===== config.mk =====
export PLATFORM = sky130hd
export DESIGN_NAME = stxh_unit
export DESIGN_NICKNAME = d
export VERILOG_FILES = /design/src/rtl/stxh_pkg.sv /design/src/rtl/stxh_monitor.sv /design/src/rtl/stxh_decode.sv /design/src/rtl/stxh_fault.sv /design/src/rtl/stxh_unit.sv
export SDC_FILE = /design/constraint.sdc
export NUM_CORES = 1
export LEC_CHECK = 0
export CAP_MARGIN = 20
export CORE_AREA = 2 2 182 184
export CTS_CLUSTER_DIAMETER = 100
export DETAILED_ROUTE_END_ITERATION = 10
export DIE_AREA = 0 0 184 186
export GPL_ROUTABILITY_DRIVEN = 0
export SLEW_MARGIN = 20
export SYNTH_ARGS = -nofsm -noshare
export SYNTH_HDL_FRONTEND = slang
export SYNTH_SLANG_ARGS = --single-unit

===== constraint.sdc =====
create_clock -name clk_i -period 3.7 [get_ports clk_i]
set_clock_uncertainty 0.1 [all_clocks]
set_input_delay 0.555 -clock clk_i [delete_from_list [all_inputs] [get_ports clk_i]]
set_output_delay 0.555 -clock clk_i [all_outputs]
set_load 0.005 [all_outputs]

===== src/rtl/stxh_pkg.sv =====
package stxh_pkg;
  localparam int unsigned REG_IDX_W = 5;
  localparam logic [REG_IDX_W-1:0] SP_IDX = 5'd31;
  localparam int unsigned HALF_W = 16;
  localparam int unsigned STATUS_W = 32;

  typedef enum logic [1:0] {
    OVL_UNDEF   = 2'd0,
    OVL_NOP     = 2'd1,
    OVL_UNKNOWN = 2'd2
  } ovl_resp_e;
endpackage


===== src/rtl/stxh_monitor.sv =====
module stxh_monitor #(
  parameter int unsigned ADDR_W    = 64,
  parameter int unsigned GRAN_LOG2 = 4
) (
  input  logic              clk_i,
  input  logic              rst_ni,
  input  logic              arm_i,
  input  logic [ADDR_W-1:0] arm_addr_i,
  input  logic              clr_i,
  input  logic              snoop_i,
  input  logic [ADDR_W-1:0] snoop_addr_i,
  input  logic              attempt_i,
  input  logic [ADDR_W-1:0] chk_addr_i,
  output logic              pass_o
);
  localparam int unsigned TAG_W = ADDR_W - GRAN_LOG2;

  logic             valid_q;
  logic [TAG_W-1:0] tag_q;
  logic             snoop_hit;
  logic             unused_low;

  assign snoop_hit  = snoop_i && (snoop_addr_i[ADDR_W-1:GRAN_LOG2] == tag_q);
  assign pass_o     = valid_q && (chk_addr_i[ADDR_W-1:GRAN_LOG2] == tag_q);
  assign unused_low = ^{arm_addr_i[GRAN_LOG2-1:0], snoop_addr_i[GRAN_LOG2-1:0],
                        chk_addr_i[GRAN_LOG2-1:0]};

  always_ff @(posedge clk_i or negedge rst_ni) begin
    if (!rst_ni) begin
      valid_q <= 1'b0;
      tag_q   <= '0;
    end else if (clr_i || snoop_hit || attempt_i) begin
      valid_q <= 1'b0;
    end else if (arm_i) begin
      valid_q <= 1'b1;
      tag_q   <= arm_addr_i[ADDR_W-1:GRAN_LOG2];
    end
  end

  p_attempt_clears_r4: assert property (@(posedge clk_i) disable iff (!rst_ni)
    attempt_i |=> !valid_q);
  p_clear_wins_r3: assert property (@(posedge clk_i) disable iff (!rst_ni)
    (clr_i || snoop_hit) |=> !valid_q);
  p_arm_sets_r3: assert property (@(posedge clk_i) disable iff (!rst_ni)
    (arm_i && !clr_i && !snoop_hit && !attempt_i)
      |=> (valid_q && tag_q == $past(arm_addr_i[ADDR_W-1:GRAN_LOG2])));
endmodule


===== src/rtl/stxh_decode.sv =====
module stxh_decode
  import stxh_pkg::*;
#(
  parameter int unsigned XLEN          = 64,
  parameter ovl_resp_e   DATA_OVL_RESP = OVL_UNKNOWN,
  parameter ovl_resp_e   BASE_OVL_RESP = OVL_UNDEF,
  parameter logic [XLEN-1:0]   UNK_ADDR = 64'h0000_0000_0000_1A2C,
  parameter logic [HALF_W-1:0] UNK_DATA = 16'h5A3C
) (
  input  logic                 op_valid_i,
  input  logic [REG_IDX_W-1:0] rs_idx_i,
  input  logic [REG_IDX_W-1:0] rt_idx_i,
  input  logic [REG_IDX_W-1:0] rn_idx_i,
  input  logic [XLEN-1:0]      rt_val_i,
  input  logic [XLEN-1:0]      rn_val_i,
  input  logic [XLEN-1:0]      sp_val_i,
  output logic                 exec_o,
  output logic                 undef_o,
  output logic                 use_sp_o,
  output logic [XLEN-1:0]      addr_o,
  output logic [HALF_W-1:0]    data_o
);
  logic undef, nop, unk_data, unk_addr;
  logic unused_hi;

  assign unused_hi = ^rt_val_i[XLEN-1:HALF_W];

  // data overlap is resolved first; undef/nop ends decode
  always_comb begin
    undef    = 1'b0;
    nop      = 1'b0;
    unk_data = 1'b0;
    unk_addr = 1'b0;
    if (op_valid_i && rs_idx_i == rt_idx_i) begin
      case (DATA_OVL_RESP)
        OVL_UNDEF: undef    = 1'b1;
        OVL_NOP:   nop      = 1'b1;
        default:   unk_data = 1'b1;
      endcase
    end
    if (op_valid_i && !undef && !nop && rs_idx_i == rn_idx_i && rn_idx_i != SP_IDX) begin
      case (BASE_OVL_RESP)
        OVL_UNDEF: undef    = 1'b1;
        OVL_NOP:   nop      = 1'b1;
        default:   unk_addr = 1'b1;
      endcase
    end
  end

  assign exec_o   = op_valid_i && !undef && !nop;
  assign undef_o  = undef;
  assign use_sp_o = (rn_idx_i == SP_IDX);
  assign addr_o   = unk_addr ? UNK_ADDR : (use_sp_o ? sp_val_i : rn_val_i);
  assign data_o   = unk_data ? UNK_DATA : rt_val_i[HALF_W-1:0];
endmodule


===== src/rtl/stxh_fault.sv =====
module stxh_fault #(
  parameter int unsigned SP_ALIGN_LOG2 = 4,
  parameter bit          FAULT_ON_FAIL = 1'b0
) (
  input  logic                     exec_i,
  input  logic                     use_sp_i,
  input  logic [SP_ALIGN_LOG2-1:0] sp_low_i,
  input  logic                     addr_lsb_i,
  input  logic                     pass_i,
  output logic                     fault_o
);
  logic sp_fault, hw_fault;

  assign sp_fault = use_sp_i && (|sp_low_i);

  if (FAULT_ON_FAIL) begin : g_fault_always
    assign hw_fault = addr_lsb_i;
  end else begin : g_fault_on_pass
    assign hw_fault = addr_lsb_i && pass_i;
  end

  assign fault_o = exec_i && (sp_fault || hw_fault);
endmodule


===== src/rtl/stxh_unit.sv =====
module stxh_unit
  import stxh_pkg::*;
#(
  parameter int unsigned XLEN          = 64,
  parameter int unsigned GRAN_LOG2     = 4,
  parameter int unsigned SP_ALIGN_LOG2 = 4,
  parameter bit          FAULT_ON_FAIL = 1'b0,
  parameter ovl_resp_e   DATA_OVL_RESP = OVL_UNKNOWN,
  parameter ovl_resp_e   BASE_OVL_RESP = OVL_UNDEF,
  parameter logic [XLEN-1:0]   UNK_ADDR = 64'h0000_0000_0000_1A2C,
  parameter logic [HALF_W-1:0] UNK_DATA = 16'h5A3C
) (
  input  logic                 clk_i,
  input  logic                 rst_ni,
  input  logic                 op_valid_i,
  input  logic [REG_IDX_W-1:0] rs_idx_i,
  input  logic [REG_IDX_W-1:0] rt_idx_i,
  input  logic [REG_IDX_W-1:0] rn_idx_i,
  input  logic [XLEN-1:0]      rt_val_i,
  input  logic [XLEN-1:0]      rn_val_i,
  input  logic [XLEN-1:0]      sp_val_i,
  input  logic                 mon_arm_i,
  input  logic [XLEN-1:0]      mon_arm_addr_i,
  input  logic                 mon_clr_i,
  input  logic                 snoop_st_i,
  input  logic [XLEN-1:0]      snoop_addr_i,
  output logic                 mem_we_o,
  output logic [XLEN-1:0]      mem_addr_o,
  output logic [HALF_W-1:0]    mem_data_o,
  output logic                 mem_release_o,
  output logic                 wb_we_o,
  output logic [REG_IDX_W-1:0] wb_idx_o,
  output logic [STATUS_W-1:0]  wb_data_o,
  output logic                 align_fault_o,
  output logic                 undef_o
);
  logic              exec, undef, use_sp, pass, fault;
  logic [XLEN-1:0]   addr;
  logic [HALF_W-1:0] data;
  logic              wr_ok, wb_ok;

  stxh_decode #(
    .XLEN(XLEN), .DATA_OVL_RESP(DATA_OVL_RESP), .BASE_OVL_RESP(BASE_OVL_RESP),
    .UNK_ADDR(UNK_ADDR), .UNK_DATA(UNK_DATA)
  ) u_decode (
    .op_valid_i(op_valid_i), .rs_idx_i(rs_idx_i), .rt_idx_i(rt_idx_i),
    .rn_idx_i(rn_idx_i), .rt_val_i(rt_val_i), .rn_val_i(rn_val_i),
    .sp_val_i(sp_val_i), .exec_o(exec), .undef_o(undef), .use_sp_o(use_sp),
    .addr_o(addr), .data_o(data)
  );

  stxh_monitor #(.ADDR_W(XLEN), .GRAN_LOG2(GRAN_LOG2)) u_monitor (
    .clk_i(clk_i), .rst_ni(rst_ni), .arm_i(mon_arm_i), .arm_addr_i(mon_arm_addr_i),
    .clr_i(mon_clr_i), .snoop_i(snoop_st_i), .snoop_addr_i(snoop_addr_i),
    .attempt_i(exec), .chk_addr_i(addr), .pass_o(pass)
  );

  stxh_fault #(.SP_ALIGN_LOG2(SP_ALIGN_LOG2), .FAULT_ON_FAIL(FAULT_ON_FAIL)) u_fault (
    .exec_i(exec), .use_sp_i(use_sp), .sp_low_i(sp_val_i[SP_ALIGN_LOG2-1:0]),
    .addr_lsb_i(addr[0]), .pass_i(pass), .fault_o(fault)
  );

  assign wr_ok = exec && pass && !fault;
  assign wb_ok = exec && !fault;

  always_ff @(posedge clk_i or negedge rst_ni) begin
    if (!rst_ni) begin
      mem_we_o      <= 1'b0;
      mem_addr_o    <= '0;
      mem_data_o    <= '0;
      mem_release_o <= 1'b0;
      wb_we_o       <= 1'b0;
      wb_idx_o      <= '0;
      wb_data_o     <= '0;
      align_fault_o <= 1'b0;
      undef_o       <= 1'b0;
    end else begin
      mem_we_o      <= wr_ok;
      mem_addr_o    <= wr_ok ? addr : '0;
      mem_data_o    <= wr_ok ? data : '0;
      mem_release_o <= wr_ok;
      wb_we_o       <= wb_ok;
      wb_idx_o      <= wb_ok ? rs_idx_i : '0;
      wb_data_o     <= {{(STATUS_W-1){1'b0}}, wb_ok && !pass};
      align_fault_o <= fault;
      undef_o       <= undef;
    end
  end

  p_status_zero_on_write_r1: assert property (@(posedge clk_i) disable iff (!rst_ni)
    mem_we_o |-> (wb_we_o && wb_data_o == 32'd0));
  p_status_one_on_skip_r1: assert property (@(posedge clk_i) disable iff (!rst_ni)
    (wb_we_o && !mem_we_o) |-> (wb_data_o == 32'd1));
  p_write_needs_pass_r2: assert property (@(posedge clk_i) disable iff (!rst_ni)
    op_valid_i && !pass |=> !mem_we_o);
  p_write_aligned_r5: assert property (@(posedge clk_i) disable iff (!rst_ni)
    mem_we_o |-> !mem_addr_o[0]);
  p_fault_quiet_r7: assert property (@(posedge clk_i) disable iff (!rst_ni)
    align_fault_o |-> (!mem_we_o && !wb_we_o));
  p_undef_quiet_r10: assert property (@(posedge clk_i) disable iff (!rst_ni)
    undef_o |-> (!mem_we_o && !wb_we_o && !align_fault_o));
endmodule


==> results.ini, run 1 <==
[floorplan]
die_h_um=186
die_x_um=184
core_area_sq_um=32200
io_pins=463
die-area_sq_um=34200
initial_utilization_pct=28.5
num_rows=66

[clocking]
cts-root-buf=clkbuf_16
htree_levels=4
cts_hold_buf=0
cts_tree=done
cts.repair.resized=0
clk_pin_slew_ns=0.08
cts_setup_buffers=0
cts_made_buffers=17
clk_latency_ns=0.43
clock_path_buffers=2
clock-sinks=151

[setup_path]
crit_required_ns=3.98
crit_type=input port to register
arrival_ns=3.75
r2r-start=u_monitor.tag_q[47]
crit_start=rn_idx_i[3]
crit_fanout=13
reg2reg_slack_ns=0.51
start_kind=input port
worst_setup_path_end_kind=register

[sta]
setup_viol=0
finalMaxSlewViolations=0
min_period_over_period_pct=93.8
grt_setup_unrepaired=false
hold_viol=0
finalHoldWorstSlack_ns=0.0696
slew_headroom_pct=46.3
tightest_slew_ns=0.805
period_minus_slack_ns=3.47
max_freq_mhz=288

[placement]
place_area_sq_um=13900
hpwl_mm=37.0
numPortBuffers=375

[power_and_ir_drop]
p_leak_uw=0.00598
power_density_nw_per_um2=360
ir_worst_vdd_mv=0.322
power.total_uw=5230

[yosys]
ys_ff_latch=151
synthTopCellsByArea=dfrtp_1 (41%), mux2_2 (7.7%), nor4_1 (4.7%)
synth.top_cell.area_share_pct=41.2
synthXorXnorAreaFrac_pct=6.58
ys_warn_count=0
synth_top_family_by_area=compound AO/OA/AOI/OAI gates
synth-simple-area-share_pct=16.4
synthMuxAreaShare_pct=8.27
yosysSeqAreaShare_pct=41.2
ys_types=65
netlist_instances=919
synth_ff_type=dfrtp_1
async_flop_share_pct=100
synth_compound_area_share_pct=19.0
synth_top_cell_by_area=dfrtp_1
avgSynthCellArea_sq_um=9.99
synth_fa_ha_area_share_pct=0
synth-edff-count=0
syn_area_sq_um=9180

[grt]
grt_pass1_wl_mm=63.7
top_usage_layer=met2
grt_pass1_vias=9687
grt_use_met3_pct=7.06
antenna_found_initial=10
grt_use_met2_pct=44.3
grt_use_met1_pct=31.5
grt_max_degree=83
grt.total_usage_pct=26.0
grt-ovfl-total=0

[cells_and_area]
finalCoreUtilization_pct=45.0
final_net_count=1685
syn_to_final_growth_pct=57.9
design_area_sq_um=14500
drive_above_1_share_pct=16.9

[detailed_routing]
drc=0
wl_per_cell_um=25.4
drt_iter0_markers=767
wirelength_mm=45.0
vias_per_cell=5.24
drtAntennaViolNets=0
dr.pass1.iters=8
vias=9269

[flow_run]
cap_violations=0

[hold_path]
hp-class=input port to async pin

[run_status]
outcome=complete, no violations

## worst max-delay path: stages
cell and delay (ns):
clkdlybuf4s50_1 0.56, nand4_2 0.22, buf_12 0.21, buf_12 0.13
o21ai_1 0.16, a21o_1 0.19, o2111ai_1 0.12, or4_1 0.57
nand4b_4 0.29, buf_12 0.24, nor4_1 0.30, buf_4 0.17
## worst paths after layout
path / end / cells past startpoint
worst max-delay path: mem_addr_o[26] / 12
worst min-delay path: align_fault_o / 1
worst max register to register: mem_addr_o[26] / 10
worst min register to register: u_monitor.tag_q[21] / 1
max in group asynchronous: mem_addr_o[42] / 2
min in group clk_i: u_monitor.tag_q[21] / 1
## sequential cells by signal (all words and copies together) (netlist names)
name / cells
mem_data_o: 16
wb_data_o: 1
wb_idx_o: 5
mem_release_o: 1
u_monitor.valid_q: 1
undef_o: 1
u_monitor.tag_q: 60
wb_we_o: 1
align_fault_o: 1
mem_addr_o: 64
## synth_stat cells (3+ instances only)
| cell | instances |
|---|---|
| dfrtp_1 | 151 |
| buf_4 | 36 |
| buf_2 | 12 |
| buf_1 | 9 |
| a22oi_1 | 4 |
| o2bb2ai_1 | 6 |
| a2111oi_2 | 22 |
| o221ai_1 | 4 |
| o22ai_1 | 23 |
| o21ai_1 | 4 |
| inv_1 | 78 |
| nand3_1 | 24 |
| a211oi_1 | 9 |
| and3_1 | 8 |
| a2111oi_0 | 8 |
| clkbuf_1 | 24 |
| and2_1 | 3 |
| mux2i_1 | 5 |
| a222oi_1 | 10 |
| a2111oi_4 | 10 |
| xor2_1 | 41 |
| a21o_1 | 3 |
| nor4_1 | 69 |
| o21ai_0 | 17 |
| nor3_1 | 8 |
| nand4_1 | 12 |
| mux2_2 | 63 |
| xnor2_1 | 28 |
| nor2_1 | 34 |
| o2111ai_1 | 17 |
| nand2_1 | 58 |
| nor2b_1 | 13 |
| nand2b_1 | 30 |
| a21oi_1 | 32 |
| buf_6 | 3 |
## layout make-up
class	count	area (sq um)
antenna	3	7.51
clock buffer	17	425
clock inverter	15	149
fill	3089	17700
inverter	79	297
multi-input combinational	636	4760
sequential	151	3780
tap	408	510
timing repair buffer	459	4570
## where the power goes
| group | switching (uW) | total [uW] | internal [uW] |
|---|---|---|---|
| sequential | 312 | 2100 | 1790 |
| clock | 873 | 1780 | 905 |
| combinational | 635 | 1350 | 715 |
## cell families after synthesis
family | count (synthesis)
AND/OR/NAND/NOR | 275
buffers and inverters | 163
other | 1
XOR/XNOR | 69
AO/OA/AOI/OAI | 192
flip-flops | 151
multiplexers | 68
## through the flow
| stage | setup WS [ns] | setup TNS, ns | std cells |
|---|---|---|---|
| after floorplan | 0.823 | 0 | 950 |
| after detailed placement | -0.325 | -6.90 | 1733 |
| after CTS | 0.112 | 0 | 1765 |
| after global routing | 0.0758 | 0 | 1768 |
| final | 0.231 | 0 | 1768 |
| after global placement | -0.324 | -4.39 | 1733 |
## layout by cell type, fill, tap and decap left out, types with 3 or more instances in the layout
cell             count
buf_12              15
nand2_1             57
xor2_1              41
a222oi_1            10
nand3_1             24
a21o_1               3
conb_1              32
o21ai_1              4
inv_6                6
o21ai_0             17
o22ai_1             23
mux2_2              63
nor3_1               8
diode_2              3
a2111oi_4           10
nand2b_1            30
o2111ai_1           17
and2_1               3
xnor2_1             28
o2bb2ai_1            6
nor2b_1             13
a2111oi_2           22
nor4_1              68
and3_1               8
o221ai_1             4
nand4_1             12
a2111oi_0            8
buf_4               69
a22oi_1              4
inv_1               78
a211oi_1             9
mux2i_1              5
dfrtp_1            151
nor2_1              33
clkdlybuf4s50_1    374
inv_8                6
a21oi_1             32
clkbuf_16           17
## layer usage
metal,vias to the layer above,wire [um]
met5,-,62
met4,10,1420
met3,91,3810
met2,490,21600
met1,4508,18000
li1,4170,-
No activity file was read; power rests on OpenSTA's default activity.
==> inputs of run 2 (changes only) <==
--- a/config.mk
+++ b/config.mk
@@ -11,7 +11,7 @@
 export DETAILED_ROUTE_END_ITERATION = 10
 export DIE_AREA = 0 0 184 186
 export GPL_ROUTABILITY_DRIVEN = 0
-export SLEW_MARGIN = 20
+export PLACE_DENSITY = 0.69
 export SYNTH_ARGS = -nofsm -noshare
 export SYNTH_HDL_FRONTEND = slang
 export SYNTH_SLANG_ARGS = --single-unit
==> run 2 against run 1 <==
- combinational power about the same
- cell count up 1.3%
- design area rose by 0.56%
- worst hold slack worse by 0.044 ns
- first-iteration DRC count rose by 23%
- die area unchanged
- worst setup slack got worse by 0.096 ns
- global-route usage increased by 0.75 points
- register-to-register slack improved by 0.03 ns
- core utilization grew 0.25 points
- wire length rose by 3.9%
- largest power group unchanged
==> results.ini, run 2 (synthesis results as in run 1) <==
[run_status]
outcome=complete, no violations

[setup_path]
crit_chain=clkdlybuf4s50_1 > and4_4 > nand2_4 > buf_12 > mux2i_1 > o221a_2 > o2111ai_1 > or2_4 > buf_4 > nor4_4
max_stage_delay_ns=0.52
crit_fanout=16
cp_num_cells=10
rr_worst_depth=8
crit_required_ns=3.88
arrival_ns=3.75
path_buf_inv=3
worst_setup_path_end_kind=register
start_kind=input port
cpLargestDelayFamily=simple AND/OR/NAND/NOR gates
crit_slowest_cell=clkdlybuf4s50_1
crit_type=input port to register

[placement]
place_area_sq_um=14000
numPortBuffers=375
post-place-ws_ns=-0.534
hpwl_mm=38.1

[sta]
min_period_over_period_pct=96.3
grt_setup_unrepaired=false
timing.final.ws_setup_ns=0.135
hold_viol=0
finalMaxSlewViolations=0
setup_viol=0
slew_headroom_pct=49.5
max_freq_mhz=281
finalHoldWorstSlack_ns=0.0256
tightest_slew_ns=0.757
period_minus_slack_ns=3.56

[clocking]
cts-root-buf=clkbuf_16
cts_made_buffers=17
cts_tree=done
cts_hold_buf=0
clk_latency_ns=0.44
clk_pin_slew_ns=0.06
clock_path_buffers=2
clock-sinks=151
cts.repair.resized=1
cts_setup_buffers=0
htree_levels=4

[hold_path]
hp-class=input port to async pin

[power_and_ir_drop]
power.total_uw=5200
power_density_nw_per_um2=356
p_leak_uw=0.00601
ir_worst_vdd_mv=0.300

[detailed_routing]
dr.pass1.iters=7
vias_per_cell=5.35
drc=0
drt_iter0_markers=947
wirelength_mm=46.8
drtAntennaViolNets=0
wl_per_cell_um=26.1
vias=9588

[cells_and_area]
layout_common_cells=clkdlybuf4s50_1 (374), dfrtp_1 (151), buf_4 (89), inv_1 (78), nor4_1 (68)
regMostFlops=mem_addr_o
reg_top3=mem_addr_o (64), u_monitor.tag_q (60), mem_data_o (16)
syn_to_final_growth_pct=58.8
layout_commonest_cell=clkdlybuf4s50_1
drive_above_1_share_pct=17.8
fillers=3057
largest_register_ffs=64
design_area_sq_um=14600
final_net_count=1701

[floorplan]
num_rows=66
die_x_um=184
die_h_um=186
initial_utilization_pct=28.5
core_area_sq_um=32200
die-area_sq_um=34200
io_pins=463

[grt]
antenna_found_initial=16
grt-ovfl-total=0
grt_max_degree=74
grt_pass1_vias=9717
grt.total_usage_pct=26.8
grt_pass1_wl_mm=65.0

[flow_run]
cap_violations=0

run 2: changes by cell type in the layout (fill, tap and decap cells not counted):
| cell | change |
|---|---|
| inv_8 | -6 |
| inv_6 | -5 |
| buf_4 | +20 |
| clkinv_2 | +4 |
| buf_12 | -4 |
| nor4_2 | -1 |
| clkinvlp_4 | +3 |
| diode_2 | +7 |
| clkinv_4 | +1 |
| clkinv_8 | -1 |
| clkbuf_1 | +1 |
| clkbuf_8 | +2 |
| bufinv_16 | +1 |
| nor4_4 | +1 |
run 2: power breakdown:
part	leakage, uW	internal (uW)	switching (uW)
logic	0.00378	730	654
registers	0.00197	1790	312
clock network	0.000268	957	755
run 2: area by class of cell:
cell class	instances	area, sq um	share of cell area, %
multi-input combinational	636	4770	32.7
sequential	151	3780	25.9
antenna	10	25.0	0.172
inverter	79	297	2.03
clock inverter	12	103	0.704
clock buffer	20	457	3.13
tap	408	510	3.50
timing repair buffer	475	4640	31.8
run 2: through the flow:
stage               instances  utilization, %  setup TNS [ns]
finish                   1791            45.3               0
global route             1788            45.2               0
CTS                      1781            45.2               0
detailed placement       1749            43.4           -7.51
global placement         1749            43.4           -5.68
floorplan                 950               -               0
run 2: path summary, 6_finish.rpt:
check                           slack (ns)                  end           startpoint
worst max-delay path                  0.14       mem_addr_o[51]          rn_idx_i[3]
worst min-delay path                  0.03        mem_addr_o[0]               rst_ni
worst max register to register        0.54       mem_addr_o[51]  u_monitor.tag_q[32]
worst min register to register        0.41  u_monitor.tag_q[21]  u_monitor.tag_q[21]
max in group asynchronous             2.57       mem_addr_o[51]               rst_ni
min in group clk_i                    0.41  u_monitor.tag_q[21]  u_monitor.tag_q[21]
run 2: worst register-to-register path: stages (launching register included):
cell and delay (ns):
dfrtp_1 0.48, xnor2_1 0.27, nand4_1 0.17, nor3_1 0.34, o2111ai_1 0.15, or4_1 0.58, nand4b_4 0.26, buf_12 0.20
nor4_4 0.45
run 2: per-layer routing:
| layer | track usage, % | up-vias | wire, um |
|---|---|---|---|
| li1 | - | 4217 | - |
| met4 | 12.2 | 16 | 1910 |
| met3 | 8.86 | 128 | 5160 |
| met2 | 44.7 | 625 | 22000 |
| met5 | 0 | - | 103 |
| met1 | 31.3 | 4602 | 17600 |
